--- config.mk ---
export PLATFORM = sky130hd
export DESIGN_NAME = aead_lite_wrap
export DESIGN_NICKNAME = d
export VERILOG_FILES = /design/src/rtl/aead_lite_pkg.sv /design/src/rtl/aead_lite_seq.sv /design/src/rtl/aead_lite_wordbuf.sv /design/src/rtl/aead_lite_keystore.sv /design/src/rtl/aead_lite_wrap.sv
export SDC_FILE = /design/constraint.sdc
export NUM_CORES = 1
export LEC_CHECK = 0
export CAP_MARGIN = 20
export CORE_AREA = 2 2 282 284
export CTS_CLUSTER_SIZE = 16
export DETAILED_ROUTE_END_ITERATION = 10
export DIE_AREA = 0 0 284 286
export GPL_TIMING_DRIVEN = 0
export PLACE_DENSITY = 0.63
export SLEW_MARGIN = 30
export SYNTH_ARGS = -nofsm -noshare
export SYNTH_HDL_FRONTEND = slang
export SYNTH_HIERARCHICAL = 1
export SYNTH_SLANG_ARGS = --single-unit
--- constraint.sdc ---
create_clock -name clk_i -period 3.35 [get_ports clk_i]
set_clock_uncertainty 0.05 [all_clocks]
set_input_delay 0.67 -clock clk_i [delete_from_list [all_inputs] [get_ports clk_i]]
set_output_delay 0.67 -clock clk_i [all_outputs]
set_load 0.01 [all_outputs]
--- src/rtl/aead_lite_pkg.sv ---
package aead_lite_pkg;
  typedef enum logic [1:0] {PH_FILL, PH_SEND, PH_WAIT, PH_DRAIN} phase_e;

  // control word bits
  localparam int unsigned CTRL_START = 0;
  localparam int unsigned CTRL_FIN   = 1;
  localparam int unsigned CTRL_CLR   = 2;

  // word offsets inside the base group
  localparam logic [1:0] SUB_CTRL = 2'd0;
  localparam logic [1:0] SUB_STAT = 2'd1;
  localparam logic [1:0] SUB_DIN  = 2'd2;
  localparam logic [1:0] SUB_DOUT = 2'd3;

  // groups of four words
  localparam logic [1:0] GRP_BASE  = 2'd0;
  localparam logic [1:0] GRP_KEY   = 2'd1;
  localparam logic [1:0] GRP_NONCE = 2'd2;
  localparam logic [1:0] GRP_TAG   = 2'd3;
endpackage

--- src/rtl/aead_lite_seq.sv ---
module aead_lite_seq
  import aead_lite_pkg::*;
#(
  parameter int unsigned WORDS = 4,
  localparam int unsigned CNT_W = $clog2(WORDS)
) (
  input  logic             clk_i,
  input  logic             rst_ni,
  input  logic             din_wr_i,
  input  logic             dout_rd_i,
  input  logic             start_i,
  input  logic             fin_req_i,
  input  logic             clr_err_i,
  input  logic             core_ready_i,
  input  logic             res_valid_i,
  output phase_e           phase_o,
  output logic [CNT_W-1:0] wcnt_o,
  output logic [CNT_W-1:0] rcnt_o,
  output logic             res_load_o,
  output logic             init_o,
  output logic             fin_o,
  output logic             seq_err_o
);
  localparam logic [CNT_W-1:0] LAST = CNT_W'(WORDS - 1);

  phase_e           phase_q;
  logic [CNT_W-1:0] wcnt_q, rcnt_q;
  logic             init_q, fin_q, err_q;
  logic             fin_ok, bad_wr, bad_fin;

  assign fin_ok     = (phase_q == PH_FILL) && (wcnt_q == '0);
  assign bad_wr     = din_wr_i && (phase_q != PH_FILL);
  assign bad_fin    = fin_req_i && !start_i && !fin_ok;
  assign res_load_o = (phase_q == PH_WAIT) && res_valid_i;

  always_ff @(posedge clk_i or negedge rst_ni) begin
    if (!rst_ni) begin
      phase_q <= PH_FILL;
      wcnt_q  <= '0;
      rcnt_q  <= '0;
    end else if (start_i) begin
      phase_q <= PH_FILL;
      wcnt_q  <= '0;
      rcnt_q  <= '0;
    end else begin
      unique case (phase_q)
        PH_FILL: if (din_wr_i) begin
          if (wcnt_q == LAST) begin
            wcnt_q  <= '0;
            phase_q <= PH_SEND;
          end else begin
            wcnt_q <= wcnt_q + 1'b1;
          end
        end
        PH_SEND: if (core_ready_i) phase_q <= PH_WAIT;
        PH_WAIT: if (res_valid_i) phase_q <= PH_DRAIN;
        PH_DRAIN: if (dout_rd_i) begin
          if (rcnt_q == LAST) begin
            rcnt_q  <= '0;
            phase_q <= PH_FILL;
          end else begin
            rcnt_q <= rcnt_q + 1'b1;
          end
        end
        default: phase_q <= PH_FILL;
      endcase
    end
  end

  always_ff @(posedge clk_i or negedge rst_ni) begin
    if (!rst_ni) begin
      init_q <= 1'b0;
      fin_q  <= 1'b0;
      err_q  <= 1'b0;
    end else begin
      init_q <= start_i;
      fin_q  <= fin_req_i && !start_i && fin_ok;
      if (clr_err_i) err_q <= 1'b0;
      else if (bad_wr || bad_fin) err_q <= 1'b1;
    end
  end

  assign phase_o   = phase_q;
  assign wcnt_o    = wcnt_q;
  assign rcnt_o    = rcnt_q;
  assign init_o    = init_q;
  assign fin_o     = fin_q;
  assign seq_err_o = err_q;
endmodule

--- src/rtl/aead_lite_wordbuf.sv ---
module aead_lite_wordbuf #(
  parameter int unsigned WORDS = 4,
  localparam int unsigned CNT_W = $clog2(WORDS),
  localparam int unsigned BLK_W = 32 * WORDS
) (
  input  logic             clk_i,
  input  logic             rst_ni,
  input  logic             wr_en_i,
  input  logic [CNT_W-1:0] wr_idx_i,
  input  logic [31:0]      wr_data_i,
  input  logic             load_i,
  input  logic [BLK_W-1:0] load_data_i,
  input  logic [CNT_W-1:0] rd_idx_i,
  output logic [BLK_W-1:0] in_word_o,
  output logic [31:0]      rd_word_o
);
  logic [31:0] in_q  [WORDS];
  logic [31:0] out_q [WORDS];

  for (genvar g = 0; g < WORDS; g++) begin : g_slot
    always_ff @(posedge clk_i or negedge rst_ni) begin
      if (!rst_ni) begin
        in_q[g]  <= '0;
        out_q[g] <= '0;
      end else begin
        if (wr_en_i && (wr_idx_i == CNT_W'(g))) in_q[g] <= wr_data_i;
        if (load_i) out_q[g] <= load_data_i[32*g +: 32];
      end
    end
    assign in_word_o[32*g +: 32] = in_q[g];
  end

  assign rd_word_o = out_q[rd_idx_i];
endmodule

--- src/rtl/aead_lite_keystore.sv ---
module aead_lite_keystore (
  input  logic         clk_i,
  input  logic         rst_ni,
  input  logic         key_wr_i,
  input  logic         nonce_wr_i,
  input  logic [1:0]   sel_i,
  input  logic [31:0]  wdata_i,
  input  logic         start_i,
  input  logic         tag_valid_i,
  input  logic [127:0] tag_i,
  output logic [127:0] key_o,
  output logic [127:0] nonce_o,
  output logic [31:0]  tag_word_o,
  output logic         tag_done_o
);
  logic [31:0] key_q [4];
  logic [31:0] non_q [4];
  logic [31:0] tag_q [4];
  logic        done_q;

  for (genvar j = 0; j < 4; j++) begin : g_word
    always_ff @(posedge clk_i or negedge rst_ni) begin
      if (!rst_ni) begin
        key_q[j] <= '0;
        non_q[j] <= '0;
        tag_q[j] <= '0;
      end else begin
        if (key_wr_i && sel_i == 2'(j))   key_q[j] <= wdata_i;
        if (nonce_wr_i && sel_i == 2'(j)) non_q[j] <= wdata_i;
        if (tag_valid_i)                  tag_q[j] <= tag_i[32*j +: 32];
      end
    end
    assign key_o[32*j +: 32]   = key_q[j];
    assign nonce_o[32*j +: 32] = non_q[j];
  end

  always_ff @(posedge clk_i or negedge rst_ni) begin
    if (!rst_ni)          done_q <= 1'b0;
    else if (start_i)     done_q <= 1'b0;
    else if (tag_valid_i) done_q <= 1'b1;
  end

  assign tag_done_o = done_q;
  assign tag_word_o = done_q ? tag_q[sel_i] : 32'h0;
endmodule

--- src/rtl/aead_lite_wrap.sv ---
module aead_lite_wrap
  import aead_lite_pkg::*;
#(
  parameter int unsigned WORDS  = 4,
  parameter int unsigned ADDR_W = 8,
  localparam int unsigned BLK_W = 32 * WORDS
) (
  input  logic              clk_i,
  input  logic              rst_ni,
  input  logic              psel_i,
  input  logic              penable_i,
  input  logic              pwrite_i,
  input  logic [ADDR_W-1:0] paddr_i,
  input  logic [31:0]       pwdata_i,
  output logic [31:0]       prdata_o,
  output logic              pready_o,
  output logic [127:0]      core_key_o,
  output logic [127:0]      core_nonce_o,
  output logic              core_init_o,
  output logic              core_fin_o,
  output logic              core_word_valid_o,
  output logic [BLK_W-1:0]  core_word_o,
  input  logic              core_ready_i,
  input  logic              core_result_valid_i,
  input  logic [BLK_W-1:0]  core_result_i,
  input  logic              core_tag_valid_i,
  input  logic [127:0]      core_tag_i
);
  localparam int unsigned CNT_W = $clog2(WORDS);
  localparam int unsigned IDX_W = ADDR_W - 2;

  logic [IDX_W-1:0] widx;
  logic [1:0]       grp, sub;
  logic             in_map, acc_wr, acc_rd;
  logic             start, fin_req, clr_err, din_wr, dout_rd, tag_rd;
  logic             key_wr, nonce_wr, ctrl_wr;
  logic             unused_addr_lsb;

  phase_e           phase;
  logic [CNT_W-1:0] wcnt, rcnt;
  logic             res_load, seq_err, tag_done;
  logic [31:0]      res_word, tag_word;

  assign widx            = paddr_i[ADDR_W-1:2];
  assign unused_addr_lsb = ^paddr_i[1:0];
  assign in_map          = (widx[IDX_W-1:4] == '0);
  assign grp             = widx[3:2];
  assign sub             = widx[1:0];
  assign acc_wr          = psel_i && penable_i && pwrite_i && in_map;
  assign acc_rd          = psel_i && penable_i && !pwrite_i && in_map;

  assign ctrl_wr  = acc_wr && grp == GRP_BASE && sub == SUB_CTRL;
  assign start    = ctrl_wr && pwdata_i[CTRL_START];
  assign fin_req  = ctrl_wr && pwdata_i[CTRL_FIN];
  assign clr_err  = ctrl_wr && pwdata_i[CTRL_CLR];
  assign din_wr   = acc_wr && grp == GRP_BASE && sub == SUB_DIN;
  assign dout_rd  = acc_rd && grp == GRP_BASE && sub == SUB_DOUT;
  assign key_wr   = acc_wr && grp == GRP_KEY;
  assign nonce_wr = acc_wr && grp == GRP_NONCE;
  assign tag_rd   = acc_rd && grp == GRP_TAG;

  aead_lite_seq #(.WORDS(WORDS)) u_seq (
    .clk_i        (clk_i),
    .rst_ni       (rst_ni),
    .din_wr_i     (din_wr),
    .dout_rd_i    (dout_rd),
    .start_i      (start),
    .fin_req_i    (fin_req),
    .clr_err_i    (clr_err),
    .core_ready_i (core_ready_i),
    .res_valid_i  (core_result_valid_i),
    .phase_o      (phase),
    .wcnt_o       (wcnt),
    .rcnt_o       (rcnt),
    .res_load_o   (res_load),
    .init_o       (core_init_o),
    .fin_o        (core_fin_o),
    .seq_err_o    (seq_err)
  );

  aead_lite_wordbuf #(.WORDS(WORDS)) u_buf (
    .clk_i       (clk_i),
    .rst_ni      (rst_ni),
    .wr_en_i     (din_wr && phase == PH_FILL),
    .wr_idx_i    (wcnt),
    .wr_data_i   (pwdata_i),
    .load_i      (res_load),
    .load_data_i (core_result_i),
    .rd_idx_i    (rcnt),
    .in_word_o   (core_word_o),
    .rd_word_o   (res_word)
  );

  aead_lite_keystore u_keys (
    .clk_i       (clk_i),
    .rst_ni      (rst_ni),
    .key_wr_i    (key_wr),
    .nonce_wr_i  (nonce_wr),
    .sel_i       (sub),
    .wdata_i     (pwdata_i),
    .start_i     (start),
    .tag_valid_i (core_tag_valid_i),
    .tag_i       (core_tag_i),
    .key_o       (core_key_o),
    .nonce_o     (core_nonce_o),
    .tag_word_o  (tag_word),
    .tag_done_o  (tag_done)
  );

  assign core_word_valid_o = (phase == PH_SEND);
  assign pready_o          = 1'b1;

  always_comb begin
    prdata_o = 32'h0;
    if (in_map) begin
      unique case (grp)
        GRP_BASE: begin
          if (sub == SUB_STAT)
            prdata_o = {28'h0, seq_err, tag_done, phase == PH_DRAIN, phase == PH_FILL};
          else if (sub == SUB_DOUT && phase == PH_DRAIN)
            prdata_o = res_word;
        end
        GRP_TAG: prdata_o = tag_word;
        default: prdata_o = 32'h0;
      endcase
    end
  end
endmodule


==> reports/results.tsv <==
metric	value	unit
first_iter_violations	1009	
maxCapViolCount	0	
portBuffers	718	
grt_pass1_wl	136	mm
fmax	0.305	GHz
synth-seq-cells	650	
critical_path_class	reg -> out	
first_global_vias	19000	
vias	18000	
cp.arrival	2.56	ns
layout_commonest_cell	clkdlybuf4s50_1	
rows	103	
drt_first_pass_iters	4	
cts.sinks	650	
period_share	0.979	
power	21.2	mW
p_leak	17.3	nW
placed_cell_area	35500	µm²
wl	95.5	mm
cts_tree	yes	
die-area	81200	µm²
initial_core_util	0.341	
hpwl	74.0	mm
synthArstFlopShare	1.00	
layout-drive-gt1-share	0.382	
p_per_area	553	nW/µm²
synth-edff-count	0	
synth_area	26700	µm²
grt-ovfl-total	0	
required	2.63	ns
die_w	284	µm
max_slew_margin	0.472	
min_period	3.28	ns
syn_area_per_cell	15.9	µm²
fin_area	38400	µm²
tightest_slew	0.789	ns
clkLatencyLatePin	0.61	ns
via_per_inst	5.00	
cts_buffer_depth	3	
final_hold_viol_count	0	
root_buffer	clkbuf_16	
ir_drop	0.477	mV
core_area	78400	µm²
syn_to_final_growth	43.5	%
syn_nets	1992	
antenna_left	0	
yosys_warnings	6	
num_io_pins	724	
drc	0	
die_h	286	µm
place.gp.congestion	0.910	
cp-start-kind	flip-flop	
antenna_found_initial	25	
worstSetupEndpointType	output port	
htreeDepth	3	
yosysSeqAreaShare	0.608	
status	complete, no violations	
ys.flop_type	dfrtp_1	
post_drt_wl_per_cell	26.5	µm
synthCells	1677	
critPathMaxFanout	7	
fin_nets	2804	
clk_pin_slew	0.06	ns
cts_buffers	74	
ys_types	47	
hold_path_class	reg -> reg	
grtUsageTotal	0.229	
finalSetupViolations	0	
final_cell_mix	clkdlybuf4s50_1 (682), dfrtp_1 (649), mux2_2 (634), clkbuf_16 (75), mux2i_1 (68)	
rsz0062_at_grt	true	
grt_max_degree	92	
slew_viol_final	0	
==> path summary, 6_finish.rpt <==
kind                             startpoint                  end  slack, ns  cells past startpoint
max                         u_seq/rcnt_o[0]         prdata_o[29]       0.07                      6
min                        u_keys/key_o[31]     u_keys/key_o[31]       0.45                      1
max reg2reg                u_seq/phase_o[1]  u_buf/in_word_o[18]       0.89                      4
min reg2reg                u_keys/key_o[31]     u_keys/key_o[31]       0.45                      1
max in group asynchronous            rst_ni   u_keys/nonce_o[17]       0.88                      6
min in group asynchronous            rst_ni      u_buf/out_q[20]       0.47                      2
==> kinds of logic after synthesis <==
group	Yosys count	synth area share
simple gates	87	0.0185
other cells	1	0.000140
flops	650	0.608
fa+ha+maj	11	0.00515
mux	740	0.322
compound gates	75	0.0216
buf+inv	113	0.0245
==> critical path, stage by stage, from the launching register on <==
cell	delay [ns]
dfrtp_1	0.39
buf_12	0.17
buf_12	0.13
mux4_2	0.59
a32oi_2	0.30
nor2_1	0.07
clkdlybuf4s15_2	0.28
==> cell usage after synthesis (2+ instances only) <==
cell	number	area share
a21oi_1	3	0.00056
a21oi_2	3	0.00098
a22oi_1	2	0.00056
a32oi_1	28	0.0092
and2_1	3	0.00070
and4_1	5	0.0016
buf_1	3	0.00042
buf_2	54	0.010
buf_4	25	0.0070
buf_6	7	0.0029
clkbuf_1	12	0.0017
dfrtp_1	650	0.61
ha_1	11	0.0051
inv_1	10	0.0014
mux2_1	6	0.0025
mux2_2	634	0.27
mux2i_1	68	0.025
mux4_2	32	0.027
nand2_1	8	0.0011
nand2b_1	4	0.00094
nand3_1	6	0.0011
nand3_2	2	0.00075
nand3b_1	7	0.0020
nor2_1	36	0.0051
nor2b_1	3	0.00070
nor3b_4	2	0.0014
o22ai_1	33	0.0077
==> timing repair <==
action,in CTS,in global routing
endpoints found under the setup margin,67,25
buffers inserted,4,3
pin swaps,7,3
hold buffers,1,0
gates cloned,1,1
endpoints found under the hold margin,37,0
resized for setup,171,19
==> state kept, by name, indices dropped and copies added, names as in the netlist <==
signal	count
u_buf/in_word_o	128
u_buf/out_q	128
u_keys/key_o	128
u_keys/nonce_o	128
u_keys/tag_q	128
u_seq/phase_o	2
u_seq/rcnt_o	2
u_seq/wcnt_o	2
u_keys/tag_done_o	1
u_seq/fin_o	1
u_seq/init_o	1
u_seq/seq_err_o	1
==> where the power goes <==
part	leakage [nW]	switching, mW	internal [mW]	total, mW
sequential	8.56	0.579	8.86	9.44
combinational	7.57	1.62	2.03	3.65
clock	1.19	3.30	4.82	8.12
==> per-stage QoR <==
step | TNS [ns] | setup WS, ns | hold WS, ns | std cells | utilization
final | 0 | 0.0720 | 0.446 | 3600 | 0.490
after global routing | -0.0276 | -0.0203 | 0.460 | 3597 | 0.490
after CTS | -0.0568 | -0.0275 | 0.441 | 3588 | 0.488
after detailed placement | -101.70 | -0.901 | 0.429 | 3453 | 0.453
after global placement | - | -27.02 | 0.420 | 3445 | 0.450
after floorplan | 0 | 0.648 | 0.324 | 1677 | -
==> routing by layer <==
metal	wire length (µm)	share of wire	global-route usage
met1	36600	0.38	0.269
met2	48700	0.51	0.403
met3	7640	0.080	0.0717
met4	2320	0.024	0.0668
met5	188	0.0020	0
==> area by class of cell <==
cell class / count / area (µm²)
diodes: 8 / 20.0
plain buffers: 103 / 717
well taps: 1050 / 1310
clock inverters: 28 / 403
flip-flops and latches: 650 / 16300
repair buffers: 736 / 7480
multi-input cells: 914 / 10100
inverters: 10 / 37.5
clock buffers: 101 / 2060
fillers: 6796 / 40000
Power figures use the tool's default switching activity.
